### src/rtl/tfdp_pkg.sv
package tfdp_pkg;
  localparam int DWORD_W = 32;
  localparam int ADDR_W  = 36;
  localparam int LEN_W   = 12;
  localparam int NB_W    = 5;
  localparam int PAD_W   = 2;
  localparam int NB_LSB  = 24;
  localparam int PAD_LSB = 30;

  typedef struct packed {
    logic [ADDR_W-1:0] addr;
    logic [LEN_W-1:0]  len;
  } tbuf_t;

  // first buffer of a pair: address low word, then high nibble + length
  function automatic tbuf_t lead_buf(input logic [DWORD_W-1:0] wa,
                                     input logic [DWORD_W-1:0] wb);
    tbuf_t r;
    r.addr = {wb[3:0], wa};
    r.len  = wb[15:4];
    return r;
  endfunction

  // second buffer of a pair: address split over two dwords
  function automatic tbuf_t trail_buf(input logic [DWORD_W-1:0] wb,
                                      input logic [DWORD_W-1:0] wc);
    tbuf_t r;
    r.addr = {wc[19:0], wb[31:16]};
    r.len  = wc[31:20];
    return r;
  endfunction

  function automatic logic buf_broken(input tbuf_t b, input int max_len);
    return (b.addr[1:0] != 2'b00) || (b.len > LEN_W'(max_len));
  endfunction
endpackage

### src/rtl/tfdp_collect.sv
module tfdp_collect
  import tfdp_pkg::*;
#(
  parameter int DESC_DWORDS = 32,
  parameter int KEEP        = 31
) (
  input  logic                          clk,
  input  logic                          rst_n,
  input  logic                          en,
  input  logic                          in_valid,
  input  logic [DWORD_W-1:0]            in_data,
  output logic [KEEP-1:0][DWORD_W-1:0]  desc_q,
  output logic                          done
);
  localparam int CW = $clog2(DESC_DWORDS);

  logic [CW-1:0] cnt;
  logic          take;
  logic          at_end;

  assign take   = en && in_valid;
  assign at_end = (cnt == CW'(DESC_DWORDS - 1));
  assign done   = take && at_end;

  always_ff @(posedge clk or negedge rst_n) begin
    if (!rst_n)    cnt <= '0;
    else if (take) cnt <= at_end ? '0 : cnt + 1'b1;
  end

  for (genvar k = 0; k < KEEP; k++) begin : g_word
    always_ff @(posedge clk or negedge rst_n) begin
      if (!rst_n)                         desc_q[k] <= '0;
      else if (take && cnt == CW'(k))     desc_q[k] <= in_data;
    end
  end
endmodule

### src/rtl/tfdp_rules.sv
module tfdp_rules
  import tfdp_pkg::*;
#(
  parameter int MAX_BUFS    = 20,
  parameter int MAX_BUF_LEN = 4092,
  parameter int MAX_FRAME   = 8192,
  parameter int KEEP        = 31,
  parameter int SUM_W       = 17
) (
  input  logic [KEEP-1:0][DWORD_W-1:0] desc,
  output tbuf_t [MAX_BUFS-1:0]         bufs,
  output logic [NB_W-1:0]              n_bufs,
  output logic [PAD_W-1:0]             pad,
  output logic [SUM_W-1:0]             total,
  output logic                         bad
);
  localparam int PAIRS = MAX_BUFS / 2;

  logic count_bad;
  logic shape_bad;
  logic size_bad;
  logic unused_bits;

  assign n_bufs      = desc[0][NB_LSB +: NB_W];
  assign pad         = desc[0][PAD_LSB +: PAD_W];
  assign unused_bits = ^{desc[0][NB_LSB-1:0], desc[0][PAD_LSB-1]};

  for (genvar p = 0; p < PAIRS; p++) begin : g_pair
    assign bufs[2*p]   = lead_buf (desc[1+3*p], desc[2+3*p]);
    assign bufs[2*p+1] = trail_buf(desc[2+3*p], desc[3+3*p]);
  end

  always_comb begin
    total     = '0;
    shape_bad = 1'b0;
    for (int i = 0; i < MAX_BUFS; i++) begin
      if (i < int'(n_bufs)) begin
        total = total + SUM_W'(bufs[i].len);
        if (buf_broken(bufs[i], MAX_BUF_LEN)) shape_bad = 1'b1;
      end
    end
  end

  assign count_bad = (n_bufs == '0) || (int'(n_bufs) > MAX_BUFS);
  assign size_bad  = (total > SUM_W'(MAX_FRAME));
  assign bad       = count_bad || shape_bad || size_bad;
endmodule

### src/rtl/tfdp_emit.sv
module tfdp_emit
  import tfdp_pkg::*;
(
  input  logic            clk,
  input  logic            rst_n,
  input  logic            done,
  input  logic            bad,
  input  logic [NB_W-1:0] n_bufs,
  input  logic            rec_ready,
  output logic            fill_en,
  output logic            judge,
  output logic            rec_valid,
  output logic [NB_W-1:0] idx,
  output logic            last
);
  typedef enum logic [1:0] {S_FILL, S_JUDGE, S_SEND} st_t;
  st_t st;

  assign fill_en   = (st == S_FILL);
  assign judge     = (st == S_JUDGE);
  assign rec_valid = (st == S_SEND);
  assign last      = (idx == n_bufs - NB_W'(1));

  always_ff @(posedge clk or negedge rst_n) begin
    if (!rst_n) begin
      st  <= S_FILL;
      idx <= '0;
    end else begin
      case (st)
        S_FILL:  if (done) st <= S_JUDGE;
        S_JUDGE: begin
          idx <= '0;
          st  <= bad ? S_FILL : S_SEND;
        end
        S_SEND: if (rec_ready) begin
          if (last) st <= S_FILL;
          else      idx <= idx + 1'b1;
        end
        default: st <= S_FILL;
      endcase
    end
  end
endmodule

### src/rtl/tfd_parser.sv
module tfd_parser
  import tfdp_pkg::*;
#(
  parameter int DESC_DWORDS = 32,
  parameter int MAX_BUFS    = 20,
  parameter int MAX_BUF_LEN = 4092,
  parameter int MAX_FRAME   = 8192,
  parameter int FRM_W       = $clog2(MAX_FRAME + 1)
) (
  input  logic               clk,
  input  logic               rst_n,
  input  logic               in_valid,
  output logic               in_ready,
  input  logic [31:0]        in_data,
  output logic               rec_valid,
  input  logic               rec_ready,
  output logic [35:0]        rec_addr,
  output logic [11:0]        rec_len,
  output logic               rec_last,
  output logic [FRM_W-1:0]   frm_len,
  output logic [1:0]         frm_pad,
  output logic               desc_err
);
  localparam int KEEP  = 1 + 3 * (MAX_BUFS / 2);
  localparam int SUM_W = $clog2(MAX_BUFS * MAX_BUF_LEN + 1);

  logic [KEEP-1:0][DWORD_W-1:0] desc_q;
  tbuf_t [MAX_BUFS-1:0]         bufs;
  logic [NB_W-1:0]              n_bufs;
  logic [NB_W-1:0]              idx;
  logic [SUM_W-1:0]             total;
  logic                         done;
  logic                         bad;
  logic                         fill_en;
  logic                         judge;   // verdict cycle, seen by checker
  tbuf_t                        cur;

  tfdp_collect #(.DESC_DWORDS(DESC_DWORDS), .KEEP(KEEP)) u_collect (
    .clk(clk), .rst_n(rst_n), .en(fill_en), .in_valid(in_valid),
    .in_data(in_data), .desc_q(desc_q), .done(done)
  );

  tfdp_rules #(.MAX_BUFS(MAX_BUFS), .MAX_BUF_LEN(MAX_BUF_LEN),
               .MAX_FRAME(MAX_FRAME), .KEEP(KEEP), .SUM_W(SUM_W)) u_rules (
    .desc(desc_q), .bufs(bufs), .n_bufs(n_bufs), .pad(frm_pad),
    .total(total), .bad(bad)
  );

  tfdp_emit u_emit (
    .clk(clk), .rst_n(rst_n), .done(done), .bad(bad), .n_bufs(n_bufs),
    .rec_ready(rec_ready), .fill_en(fill_en), .judge(judge),
    .rec_valid(rec_valid), .idx(idx), .last(rec_last)
  );

  assign cur      = (int'(idx) < MAX_BUFS) ? bufs[idx] : '0;
  assign rec_addr = cur.addr;
  assign rec_len  = cur.len;
  assign frm_len  = FRM_W'(total);
  assign in_ready = fill_en;
  assign desc_err = judge && bad;
endmodule

### config.mk
export PLATFORM = sky130hd
export DESIGN_NAME = tfd_parser
export DESIGN_NICKNAME = d
export VERILOG_FILES = /design/src/rtl/tfdp_pkg.sv /design/src/rtl/tfdp_collect.sv /design/src/rtl/tfdp_rules.sv /design/src/rtl/tfdp_emit.sv /design/src/rtl/tfd_parser.sv
export SDC_FILE = /design/constraint.sdc
export NUM_CORES = 2
export LEC_CHECK = 0
export ABC_AREA = 1
export BUFFER_PORTS_ARGS = -buffer_cell sky130_fd_sc_hd__buf_2
export CORE_UTILIZATION = 35
export DETAILED_ROUTE_END_ITERATION = 8
export SLEW_MARGIN = 30
export SYNTH_ARGS = -nofsm -noshare
export SYNTH_HDL_FRONTEND = slang
export SYNTH_SLANG_ARGS = --single-unit
### constraint.sdc
create_clock -name clk -period 56.4 [get_ports clk]
set_input_delay 5.64 -clock clk [delete_from_list [all_inputs] [get_ports clk]]
set_output_delay 5.64 -clock clk [all_outputs]
set_load 0.005 [all_outputs]
==> reports/results.ini <==
[drt]
vias_per_cell = 5.56
first_iter_violations = 6030
routed_wl_mm = 220
final_antenna_net_count = 0
vias = 56181
dr.pass1.iters = 6
route.detailed.drc = 0
routedWlPerCell_um = 21.8

[clock_network]
postCtsHoldBufs = 0
postCtsSetupRepairBufs = 0
clkSinkCount = 979
clk_pin_slew_ns = 0.06
root_buffer = clkbuf_16
post_cts_resized = 0
h-tree-depth = 3
cts_buffers = 106
cts_buffer_depth = 3
clk_latency_ns = 0.75
cts_tree = yes

[synth]
synthFlopType = dfrtp_1
synth_edf_count = 0
ys_seq_area_share_pct = 41.5
synth_cell_types = 54
ys_seq_elements = 979
yosysWarnings = 0
post_synth_instance_area_um2 = 59000
syn_area_per_cell_um2 = 7.38
async_reset_ff_share_pct = 100
synth_nets = 8294
syn_inst = 7988

[finish]
drive_gt1_share_pct = 7.50
final_cell_area_um2 = 65100
final_core_util_pct = 38.9
fin_nets = 8111
nFillCells = 17271
area_growth_pct = 10.4

[sta]
slew_violations = 0
fin_crit_sh_pct = 47.8
finalClockSkew_ns = 0.0593
fmax_mhz = 37.1
hold_viol = 0
final-setup-viol-count = 0
finalCriticalPeriod_ns = 26.95
setup_ws_ns = 29.45
fin_setup_tns_ns = 0
worstMarginPinSlew_ns = 1.08
rsz0062_at_grt = no
relSlewSlack_pct = 28.1

[setup_path]
cpMostUsedCell = nand2_1
r2r-end = u_emit.st[1]
reg2reg_depth = 114
r2r_slack_ns = 35.40
cp_slowest_stage_delay_ns = 0.70
startpoint_type = flop
cp_slowest_cell = dfrtp_1
r2r_start = u_collect.desc_q[28]
required_ns = 50.76
arrival_ns = 21.31
critPathMaxFanout = 25
crit_type = reg -> out
endpoint_kind = output port

[floorplanning]
start_util_pct = 35.3
core-area_um2 = 167000
ios = 104
num_rows = 150
dieArea_um2 = 170000
die_y_um = 413
die_x_um = 413

[global_route]
grt_usage_pct = 25.6
grt_pass1_wl_mm = 333
grt_pass1_vias = 52540
grt_max_degree = 192
gr-total-overflow = 0
antenna_found_initial = 20

[place]
dp_hpwl_mm = 145
place_congestion = 0.954
pre_cts_ws_ns = 30.53
placed_area_um2 = 61300
io_buffers = 103

[outcome]
status = completed

[hold_path]
min-delay-start = u_collect.desc_q[572]
holdPathEnd = u_collect.desc_q[572]
hold_class = reg -> reg
hold-path-cell-count = 2

[flow_run]
drv_cap = 0

==> logic make-up (layout without fill, tap and decap cells) <==
kind of cell,Yosys count,in the layout,synth area share [%]
buf+inv,1113,1015,7.19
fa+ha+maj,270,270,5.97
xor+xnor,88,88,1.31
simple gates,3170,3170,22.4
compound gates,2368,2368,21.6
flops,979,979,41.5
other cells,0,4,0
==> state kept, by name (all words and copies together), names as in the netlist <==
| signal | flops |
|---|---|
| u_collect.cnt | 5 |
| u_emit.st | 2 |
| u_collect.desc_q | 967 |
| u_emit.idx | 5 |
==> worst max-delay path: cells and delay by family, from the launching register on <==
kind | cells | cell delay [ns]
adder cells (fa/ha/maj) | 19 | 6.53
AO/OA/AOI/OAI | 20 | 4.38
buffers and inverters | 20 | 1.54
flip-flops | 1 | 0.70
XOR/XNOR | 5 | 0.82
AND/OR/NAND/NOR | 50 | 6.55
==> through the flow <==
step / cells / hold slack (ns)
floorplan: 7988 / 0.448
global placement: 9897 / 0.460
detailed placement: 9899 / 0.467
CTS: 10092 / 0.482
global route: 10094 / 0.494
finish: 10098 / 0.478
==> area by class of cell <==
type | count | area, um^2 | area share (%)
antenna | 4 | 10.0 | 0.0154
clock buffer | 152 | 3110 | 4.77
clock inverter | 41 | 606 | 0.930
inverter | 629 | 2390 | 3.67
multi-input combinational | 5896 | 30400 | 46.7
sequential | 979 | 24500 | 37.6
tap | 2204 | 2760 | 4.24
timing repair buffer | 193 | 1330 | 2.05
==> metal layers <==
metal | share of wire, % | global-route usage (%) | wire (um) | vias to the layer above
met2 | 44 | 39.8 | 96800 | 2336
met4 | 3.9 | 9.29 | 8680 | 12
met5 | 0.040 | 0 | 87 | -
met3 | 8.5 | 4.20 | 18800 | 402
li1 | - | - | - | 26284
met1 | 44 | 35.6 | 95900 | 27147
==> cells in the final DEF (no fill, tap or decap), types with 92 or more instances in the layout <==
cell type  count
clkbuf_16    107
nand3_1      364
o21ai_0     1621
dfrtp_1      975
o22ai_1       92
inv_1        582
nand2_1     1836
a21oi_1      393
buf_2        102
ha_1         251
nor2_1       670
==> how the worst max path moves through the flow <==
stage | from | endpoint | slack, ns | depth (start not counted)
floorplan | u_collect.desc_q[26] | desc_err | 32.96 | 98
global placement | u_collect.desc_q[28] | desc_err | 30.67 | 116
detailed placement | u_collect.desc_q[28] | desc_err | 30.53 | 94
CTS | u_collect.desc_q[28] | desc_err | 29.68 | 94
global route | u_collect.desc_q[28] | desc_err | 27.68 | 119
finish | u_collect.desc_q[28] | desc_err | 29.45 | 114
==> cells in the mapped netlist (all sizes together), types with 3 or more instances <==
cell type  number  area share [%]
a211oi         17            0.22
a21boi          3           0.038
a21o            7           0.089
a21oi         397             3.4
a22o           39            0.58
a31o            3           0.045
a31oi          24            0.25
and2           32            0.34
buf            40            0.30
clkbuf        444             2.9
clkinv         10           0.064
dfrtp         979              42
fa             19            0.64
ha            251             5.3
inv           619             4.0
nand2        1911              13
nand3         396             3.6
nand3b         12            0.16
nand4          67            0.71
nor2          692             4.5
nor3           15            0.13
o2111ai         5           0.074
o211ai         82             1.0
o21a            3           0.038
o21ai        1624              14
o21bai         22            0.28
o221ai         23            0.34
o22ai          92            0.98
o31ai           7           0.089
o41ai          16            0.24
or2            44            0.47
xnor2          27            0.40
xor2           61            0.91
Power is left out: the tool's default activity adds up to more than one toggle a clock period on the data nets, which glitch-free logic cannot reach.
